**src/rtl/ctl_pkg.sv**
```systemverilog
package ctl_pkg;
   localparam logic [7:0]  ADDR_WR     = 8'h65;
   localparam logic [7:0]  ADDR_RD     = 8'h66;
   localparam logic [15:0] STAT_CLEAR  = 16'h0002;

   typedef enum logic [2:0] {
      M_IDLE,
      M_ADDR,
      M_WR,
      M_RD,
      M_SKIP
   } frame_mode_t;

   function automatic logic [15:0] pack_status(input logic [1:0] rate,
                                               input logic       copy,
                                               input logic       cs0,
                                               input logic [7:0] cat);
      return {3'b000, cat, cs0, copy, rate[1], rate[0], 1'b0};
   endfunction
endpackage

```
**src/rtl/ctl_sync.sv**
```systemverilog
module ctl_sync #(
   parameter int W      = 3,
   parameter int STAGES = 2
) (
   input  logic         clk,
   input  logic         rst_n,
   input  logic [W-1:0] d,
   output logic [W-1:0] q
);
   logic [W-1:0] stg [STAGES];

   generate
      if (STAGES < 2) begin : g_bad
         $error("ctl_sync needs at least two stages");
      end
   endgenerate

   always_ff @(posedge clk or negedge rst_n) begin
      if (!rst_n) begin
         for (int i = 0; i < STAGES; i++) stg[i] <= '0;
      end else begin
         stg[0] <= d;
         for (int i = 1; i < STAGES; i++) stg[i] <= stg[i-1];
      end
   end

   assign q = stg[STAGES-1];
endmodule

```
**src/rtl/ctl_frame.sv**
```systemverilog
module ctl_frame
   import ctl_pkg::*;
#(
   parameter int ADDR_W   = 8,
   parameter int DATA_W   = 16,
   parameter int FIELD_LO = 5,
   parameter int FIELD_W  = 10
) (
   input  logic               clk,
   input  logic               rst_n,
   input  logic               s_en,
   input  logic               s_clk,
   input  logic               s_din,
   input  logic [DATA_W-1:0]  stat_word,
   output logic               commit,
   output logic [FIELD_W-1:0] field_q,
   output logic               dout
);
   localparam int CNT_MAX = ADDR_W + DATA_W + 1;
   localparam int CNT_W   = $clog2(CNT_MAX + 1);
   localparam int FI_W    = $clog2(FIELD_W);

   generate
      if (FIELD_LO + FIELD_W > DATA_W) begin : g_bad
         $error("field range exceeds data word");
      end
   endgenerate

   frame_mode_t        mode;
   logic [CNT_W-1:0]   cnt;
   logic [ADDR_W-1:0]  addr_sh;
   logic [DATA_W-1:0]  out_sh;
   logic               clk_d, en_d;
   logic               rise, ce_rise, ce_fall;
   logic [CNT_W-1:0]   didx;
   logic               in_field;
   logic [FI_W-1:0]    fidx;

   assign rise    = s_en & s_clk & ~clk_d;
   assign ce_rise = s_en & ~en_d;
   assign ce_fall = en_d & ~s_en;

   always_comb begin
      didx     = cnt - CNT_W'(ADDR_W);
      in_field = (cnt >= CNT_W'(ADDR_W)) &&
                 (didx >= CNT_W'(FIELD_LO)) &&
                 (didx <  CNT_W'(FIELD_LO + FIELD_W));
      fidx     = FI_W'(didx - CNT_W'(FIELD_LO));
   end

   always_ff @(posedge clk or negedge rst_n) begin
      if (!rst_n) begin
         mode    <= M_IDLE;
         cnt     <= '0;
         addr_sh <= '0;
         out_sh  <= '0;
         field_q <= '0;
         clk_d   <= 1'b0;
         en_d    <= 1'b0;
      end else begin
         clk_d <= s_clk;
         en_d  <= s_en;
         if (ce_rise) begin
            mode <= M_ADDR;
            cnt  <= '0;
         end else if (ce_fall) begin
            mode <= M_IDLE;
         end else if (mode == M_ADDR && cnt == CNT_W'(ADDR_W)) begin
            if (addr_sh == ADDR_WR) begin
               mode <= M_WR;
            end else if (addr_sh == ADDR_RD) begin
               mode   <= M_RD;
               out_sh <= stat_word;
            end else begin
               mode <= M_SKIP;
            end
         end else if (rise) begin
            if (cnt != CNT_W'(CNT_MAX)) cnt <= cnt + 1'b1;
            if (mode == M_ADDR) addr_sh <= {s_din, addr_sh[ADDR_W-1:1]};
            if (mode == M_WR && in_field) field_q[fidx] <= s_din;
            if (mode == M_RD) out_sh <= {1'b0, out_sh[DATA_W-1:1]};
         end
      end
   end

   assign commit = ce_fall && (mode == M_WR) && (cnt == CNT_W'(ADDR_W + DATA_W));
   assign dout   = (mode == M_RD) & out_sh[0];
endmodule

```
**src/rtl/ctl_src_mux.sv**
```systemverilog
module ctl_src_mux #(
   parameter int N_SRC = 6,
   parameter int SEL_W = 3
) (
   input  logic [N_SRC-1:0] src,
   input  logic [SEL_W-1:0] sel,
   output logic             y
);
   localparam int N_PAD = 1 << SEL_W;

   logic [N_PAD-1:0] padded;

   generate
      if (N_SRC > N_PAD) begin : g_bad
         $error("selector too narrow for source count");
      end else if (N_SRC == N_PAD) begin : g_full
         assign padded = src;
      end else begin : g_pad
         assign padded = {{(N_PAD-N_SRC){1'b0}}, src};
      end
   endgenerate

   assign y = padded[sel];
endmodule

```
**src/rtl/ctl_serial_port.sv**
```systemverilog
module ctl_serial_port
   import ctl_pkg::*;
#(
   parameter int N_SRC    = 6,
   parameter int SEL_W    = 3,
   parameter int N_MUX    = 3,
   parameter int FIELD_LO = 5
) (
   input  logic             clk,
   input  logic             rst_n,
   input  logic             ser_en,
   input  logic             ser_clk,
   input  logic             ser_din,
   output logic             ser_dout,
   input  logic [N_SRC-1:0] src_in,
   input  logic             locked,
   input  logic [1:0]       st_rate,
   input  logic             st_copy,
   input  logic             st_cs0,
   input  logic [7:0]       st_cat,
   output logic             demod_in,
   output logic             pass1_out,
   output logic             pass2_out,
   output logic [SEL_W-1:0] demod_sel,
   output logic [SEL_W-1:0] pass1_sel,
   output logic [SEL_W-1:0] pass2_sel,
   output logic             fmt_lsb20
);
   localparam int FIELD_W = N_MUX * SEL_W + 1;
   localparam int DATA_W  = 16;

   generate
      if (N_MUX != 3) begin : g_bad_mux
         $error("port has exactly three selectors");
      end
      if (FIELD_LO + FIELD_W > DATA_W) begin : g_bad_fld
         $error("settings do not fit the write word");
      end
   endgenerate

   logic [2:0]         s_bus;
   logic [DATA_W-1:0]  stat_q;
   logic               commit;
   logic [FIELD_W-1:0] field_q;
   logic [FIELD_W-1:0] set_q;
   logic [N_MUX-1:0]   mux_y;

   ctl_sync #(.W(3), .STAGES(2)) u_sync (
      .clk   (clk),
      .rst_n (rst_n),
      .d     ({ser_din, ser_clk, ser_en}),
      .q     (s_bus)
   );

   always_ff @(posedge clk or negedge rst_n) begin
      if (!rst_n)       stat_q <= STAT_CLEAR;
      else if (!locked) stat_q <= STAT_CLEAR;
      else              stat_q <= pack_status(st_rate, st_copy, st_cs0, st_cat);
   end

   ctl_frame #(
      .ADDR_W   (8),
      .DATA_W   (DATA_W),
      .FIELD_LO (FIELD_LO),
      .FIELD_W  (FIELD_W)
   ) u_frame (
      .clk       (clk),
      .rst_n     (rst_n),
      .s_en      (s_bus[0]),
      .s_clk     (s_bus[1]),
      .s_din     (s_bus[2]),
      .stat_word (stat_q),
      .commit    (commit),
      .field_q   (field_q),
      .dout      (ser_dout)
   );

   always_ff @(posedge clk or negedge rst_n) begin
      if (!rst_n)      set_q <= '0;
      else if (commit) set_q <= field_q;
   end

   generate
      for (genvar m = 0; m < N_MUX; m++) begin : g_mux
         ctl_src_mux #(.N_SRC(N_SRC), .SEL_W(SEL_W)) u_mux (
            .src (src_in),
            .sel (set_q[m*SEL_W +: SEL_W]),
            .y   (mux_y[m])
         );
      end
   endgenerate

   assign demod_sel = set_q[0*SEL_W +: SEL_W];
   assign pass1_sel = set_q[1*SEL_W +: SEL_W];
   assign pass2_sel = set_q[2*SEL_W +: SEL_W];
   assign fmt_lsb20 = set_q[FIELD_W-1];
   assign demod_in  = mux_y[0];
   assign pass1_out = mux_y[1];
   assign pass2_out = mux_y[2];
endmodule

```
**config.mk**
```make
export PLATFORM = sky130hd
export DESIGN_NAME = ctl_serial_port
export DESIGN_NICKNAME = d
export VERILOG_FILES = /design/src/rtl/ctl_pkg.sv /design/src/rtl/ctl_sync.sv /design/src/rtl/ctl_frame.sv /design/src/rtl/ctl_src_mux.sv /design/src/rtl/ctl_serial_port.sv
export SDC_FILE = /design/constraint.sdc
export NUM_CORES = 1
export LEC_CHECK = 0
export BUFFER_PORTS_ARGS = -buffer_cell sky130_fd_sc_hd__buf_2
export CORE_MARGIN = 2
export CORE_UTILIZATION = 35
export DETAILED_ROUTE_END_ITERATION = 16
export RECOVER_POWER = 50
export SYNTH_ARGS = -nofsm -noshare
export SYNTH_HDL_FRONTEND = slang
export SYNTH_SLANG_ARGS = --single-unit
```
**constraint.sdc**
```tcl
create_clock -name clk -period 3.8 [get_ports clk]
set_input_delay 0.76 -clock clk [delete_from_list [all_inputs] [get_ports clk]]
set_output_delay 0.76 -clock clk [all_outputs]
set_load 0.005 [all_outputs]
```
==> results of run 1 <==
==> stage by stage <==
step	hold slack, ns	instances	worst slack [ns]
5_1_grt	0.360	433	0.619
3_3_place_gp	0.332	417	1.24
2_1_floorplan	0.331	276	1.50
6_report	0.351	433	1.18
4_1_cts	0.354	433	1.22
3_5_place_dp	0.336	417	1.23
==> layer usage <==
metal	wire, µm	up-vias
met3	264	8
li1	-	1045
met2	2680	51
met4	68	0
met5	0	-
met1	2810	1025
==> layout make-up <==
type                    instances  area (µm²)
clock inverters                 4        23.8
flip-flops and latches         69        1730
clock buffers                  12         145
inverters                       7        26.3
well taps                     111         139
fillers                       904        5440
multi-input cells             190        1460
repair buffers                 40         198
==> kinds of logic after synthesis <==
family | after synthesis | synth area share [%]
xor+xnor | 1 | 0.268
compound gates | 23 | 4.79
buf+inv | 17 | 2.57
flops | 69 | 52.9
mux | 50 | 18.1
fa+ha+maj | 11 | 4.21
simple gates | 105 | 17.2
==> placed cells by master, fill, tap and decap left out, drive strengths merged, types with 4 or more instances in the layout <==
master,synthesis,routed
nand2,37,37
clkbuf,4,16
nor2,15,15
mux2i,5,5
nand3,12,12
mux2,42,42
and2,12,12
nand4,5,5
nor2b,8,8
ha,11,11
dfrtp,68,68
buf,6,36
inv,7,7
o21ai,8,8
clkinv,0,4
==> worst min-delay path by stage <==
stage	to	slack [ns]
floorplan	u_sync.q[0]	0.33
global placement	u_sync.q[0]	0.33
detailed placement	u_sync.q[0]	0.34
CTS	u_sync.q[0]	0.35
global route	u_sync.q[1]	0.36
finish	u_sync.q[0]	0.35
==> sequential cells by signal (all words and copies together) (netlist names) <==
register and count:
u_sync.q 3, u_frame.en_d 1, set_q 10, u_frame.cnt 5, stat_q 12, u_frame.addr_sh 8, u_frame.out_sh 13, u_frame.mode 3
u_sync.stg 3, u_frame.field_q 10, u_frame.clk_d 1
==> power by group through the flow <==
| stage | combinational, mW | clock (mW) | sequential, mW |
|---|---|---|---|
| floorplan | 0.0770 | 0 | 0.791 |
| global placement | 0.114 | 0 | 0.803 |
| detailed placement | 0.117 | 0 | 0.803 |
| CTS | 0.118 | 0.535 | 0.789 |
| global route | 0.131 | 0.572 | 0.794 |
| finish | 0.114 | 0.514 | 0.790 |
==> cell usage after synthesis (all sizes together), types with 4 or more instances <==
cell type / count / area share (%)
clkbuf: 4 / 0.46
o21ai: 8 / 1.2
mux2: 42 / 14
nand4: 5 / 0.96
nand3: 12 / 1.8
inv: 7 / 0.80
dfrtp: 68 / 52
and2: 12 / 2.3
buf: 6 / 1.3
nor2: 15 / 1.9
ha: 11 / 4.2
nand2: 37 / 4.2
nor2b: 8 / 1.8
mux2i: 5 / 1.5
==> results.ini, run 1 <==
[worst_setup_path]
cpPeakStageDelay_ns=1.67
path_cells=clkbuf_1 > clkbuf_1
critical-path-slowest-cell=clkbuf_1
cp_common_cell=clkbuf_1
crit_buf_inv=2
cp_top_family=buffers and inverters
worstReg2RegEnd=u_frame.out_sh[6]
endpoint=u_frame.out_sh[8]
start_kind=input pin
regToRegStartpoint=u_frame.cnt[0]
path_depth=2
cp.required_ns=4.22
critical_path_class=in -> async
r2r_slack_ns=1.26
crit_start=rst_n
crit_path_end_kind=asynchronous set/reset pin
cp.arrival_ns=3.03
crit_path_max_fanout=46
worstRegToRegCells=8

[place]
gp_congestion=0.758
placed_area_um2=3560
hpwl_mm=4.11
io_buffers=37

[global_route]
grt_pass1_wl_mm=10.1
grt_max_degree=47
antenna_found_initial=0
grt_pass1_vias=2144
grt.total_usage_pct=12.6
grt_use_met1_pct=16.4
met3_usage_pct=3.88
use_met2_pct=20.3
grt_overflow=0
top_usage_layer=met2

[clock_network]
cts_made_buffers=9
clk_latency_ns=0.34
holdBufCountCts=0
htree_levels=3
cts_setup_buffers=0
cts_buffer_depth=2
cts_tree=built
cts_root_buffer=clkbuf_8
ctsResizeCount=0
path_clk_slew_ns=0.07
clock-sinks=69

[power]
leakagePower_nw=1.80
power_mw=1.42
combPwrFrac_pct=8.0
power_frac_clock_pct=36.3
seqPwrFrac_pct=55.7
sw_frac_of_total_pct=24.7
powerDensity_nw_per_um2=382
max-vdd-ir-drop_uv=188
p_switching_uw=350
intPower_mw=1.07

[final_layout]
fin_util_pct=40.6
diodes=0
nets=352
final_layout_size_suffix_gt1_share_pct=29.8
syn2layout_area_growth_pct=13.7
final_area_um2=3720

[synth]
avgSynthCellArea_um2=11.8
yosys.cell_types.count=42
yosys_register_bits=69
ys_warn_count=0
ys_async_sr_fraction_pct=100
netlist_instances=276
synth_nets=311
synth_edf_count=0
seq_area_frac_synth_pct=52.9
synth_ff_type=dfrtp_1
syn_area_um2=3270

[sta]
maxSlewViolCount=47
worstMarginPinSlew_ns=2.39
final-hold-violation-count=0
period_needed_ns=2.62
relSlewSlack_pct=-59.5
clock_skew_ns=0.0117
timing.setup.tns_ns=0
grt_setup_unrepaired=no
post-route-period-util_pct=68.9
setup_viol=0
clock.fmax_mhz=382

[status]
violations=max-capacitance violations, max-slew violations
status=complete, but fails checks

[floorplan]
dieHeight_um=101
row_count=35
start_util_pct=35.7
dieArea_um2=10100
ioPinCount=38
fp.dieW_um=101
core_um2=9150

[drt]
drtIter0Drc=76
wire_per_inst_um=13.4
drcViolationCount=0
ant_nets=0
routed_via_density=4.92
drtPass1Iterations=4
vias=2129
drt_wl_total_mm=5.82

[worst_hold_path]
worstHoldPathType=reg -> reg
holdPathStages=0
min_from=u_sync.stg[3]

[job]
max-cap-violations=1

(Power assumes the default switching activity.)
==> run 2, diff against run 1 <==
- clock period: 3.8 -> 2.6 ns (I/O delays scaled with it)
==> results.ini, run 2 (synthesis gave the netlist of run 1 again) <==
[sta]
grt_setup_unrepaired=no  ; unchanged
clock.fmax_mhz=420
setup_viol=0  ; unchanged
timing.setup.tns_ns=0  ; unchanged
maxSlewViolCount=70  ; was 47
final-hold-violation-count=0  ; unchanged
relSlewSlack_pct=-9.29  ; was -59.5%
worstMarginPinSlew_ns=1.64  ; was 2.39 ns
post-route-period-util_pct=91.7
clock_skew_ns=0.00599  ; was 0.0117 ns
period_needed_ns=2.38

[clock_network]
htree_levels=3  ; unchanged
cts_buffer_depth=2  ; unchanged
path_clk_slew_ns=0.07  ; about the same
clock-sinks=69  ; unchanged
cts_tree=built  ; unchanged
cts_root_buffer=clkbuf_8  ; unchanged
holdBufCountCts=0  ; unchanged
cts_made_buffers=9  ; unchanged
clk_latency_ns=0.35  ; was 0.34 ns

[worst_setup_path]
start_kind=register  ; was input pin
crit_path_max_fanout=16  ; was 46
path_cells=inv_1 > ha_1 > nor2b_1 > and3_4 > nor4_4 > nand3_1 > mux2_1  ; was clkbuf_1 > clkbuf_1
cp_top_family=simple AND/OR/NAND/NOR gates  ; was buffers and inverters
cpPeakStageDelay_ns=0.51  ; was 1.67 ns
critical_path_class=reg -> reg  ; was in -> async
cp.arrival_ns=2.62  ; was 3.03 ns
crit_buf_inv=1  ; was 2
cp.required_ns=2.84  ; was 4.22 ns
r2r_slack_ns=0.22  ; was 1.26 ns
critical-path-slowest-cell=dfrtp_1  ; was clkbuf_1
crit_path_end_kind=register  ; was asynchronous set/reset pin

[power]
max-vdd-ir-drop_uv=274  ; was 188 µV
leakagePower_nw=1.81  ; was 1.80 nW
power_mw=2.05  ; was 1.42 mW
powerDensity_nw_per_um2=550  ; was 382 nW/µm²

[place]
io_buffers=37  ; unchanged
hpwl_mm=4.20  ; was 4.11 mm
gp_congestion=0.794  ; was 0.758

[status]
violations=max-capacitance violations, max-slew violations  ; unchanged
status=complete, but fails checks  ; unchanged

[final_layout]
top_register=u_frame.out_sh  ; unchanged
syn2layout_area_growth_pct=13.9  ; was 13.7%
fillers=902  ; was 904
mostFrequentLayoutCells=dfrtp_1 (67), nand2_1 (37), buf_2 (36), mux2_2 (35), nor2_1 (13)  ; was dfrtp_1 (68), nand2_1 (37), mux2_2 (35), buf_2 (35), nor2_1 (13)
mostFrequentLayoutCell=dfrtp_1  ; unchanged
reg_top3=u_frame.out_sh x13, stat_q x12  ; unchanged
regArea_um2=1730  ; about the same
final_layout_size_suffix_gt1_share_pct=31.3  ; was 29.8%
nets=353  ; was 352
diodes=0  ; unchanged
largest_reg_flops=13  ; unchanged
multi_input_area_um2=1460  ; unchanged

[drt]
drtPass1Iterations=4  ; unchanged
ant_nets=0  ; unchanged
drcViolationCount=0  ; unchanged
vias=2187  ; was 2129
routed_via_density=5.04  ; was 4.92
drt_wl_total_mm=5.91  ; was 5.82 mm
drtIter0Drc=106  ; was 76
wire_per_inst_um=13.6  ; was 13.4 µm

[global_route]
grt_overflow=0  ; unchanged
grt.total_usage_pct=13.5  ; was 12.6%
grt_max_degree=70  ; was 47
grt_pass1_vias=2259  ; was 2144
antenna_found_initial=0  ; unchanged
grt_pass1_wl_mm=10.7  ; was 10.1 mm

[floorplan]
start_util_pct=35.7  ; unchanged
core_um2=9150  ; unchanged
fp.dieW_um=101  ; unchanged
ioPinCount=38  ; unchanged
dieHeight_um=101  ; unchanged
row_count=35  ; unchanged
dieArea_um2=10100  ; unchanged

[job]
max-cap-violations=1  ; unchanged

[worst_hold_path]
worstHoldPathType=in -> reg  ; was reg -> reg

run 2: cell types whose count changed in the layout (fill, tap and decap cells not counted):
cell / change
and2_1: +7
dfrtp_2: +1
clkinvlp_4: +1
clkinv_4: -1
clkbuf_8: -1
and2_0: -7
clkbuf_1: -3
dfrtp_1: -1
clkbuf_2: +1
buf_4: +2
clkinv_2: +1
buf_2: +1
run 2: final cells by class:
cell class | count | share of cell area (%)
Multi-Input combinational cell | 190 | 39.1
Clock inverter | 5 | 0.740
Sequential cell | 69 | 46.5
Timing Repair Buffer | 41 | 5.68
Tap cell | 111 | 3.73
Inverter | 7 | 0.706
Clock buffer | 11 | 3.53
run 2: power breakdown:
part           internal [mW]  switching (mW)  total, mW
registers               1.12          0.0374       1.15
clock network          0.339           0.387      0.726
logic                 0.0773          0.0913      0.169
total                   1.53           0.515       2.05
run 2: per-layer routing:
layer	vias to the layer above	routed length [µm]	global-route usage (%)
li1	1047	-	-
met4	0	104	6.32
met3	8	261	2.98
met5	-	0	0
met2	55	2770	21.1
met1	1077	2770	17.8
run 2: worst paths after layout:
check                                     from  depth (start not counted)            endpoint
worst min-delay path                   ser_clk                          1       u_sync.stg[4]
max in group asynchronous                rst_n                          2      u_frame.cnt[0]
worst max register to register  u_frame.cnt[1]                          7  u_frame.field_q[7]
min in group asynchronous                rst_n                          2      u_frame.cnt[3]
worst max-delay path            u_frame.cnt[1]                          7  u_frame.field_q[7]
worst min register to register   u_sync.stg[5]                          0         u_sync.q[2]
run 2: timing repair:
| item | in CTS | in global routing |
|---|---|---|
| endpoints found under the setup margin | 0 | 5 |
| resized for setup | 0 | 1 |
| buffers inserted | 0 | 0 |
run 2: through the flow:
stage	utilization (%)	hold slack, ns	area, µm²	instances	setup slack, ns
finish	40.7	0.274	3720	434	0.216
global route	40.7	0.267	3720	434	0.0320
CTS	40.8	0.203	3740	434	0.161
detailed placement	39.1	0.336	3580	418	0.171
global placement	39.1	0.334	3580	418	0.271
floorplan	-	0.224	3270	276	0.298
run 2: worst reg2reg max path: stages (launching register included):
cell	delay, ns
dfrtp_1	0.51
inv_1	0.13
ha_1	0.25
nor2b_1	0.18
and3_4	0.27
nor4_4	0.44
nand3_1	0.15
mux2_1	0.33
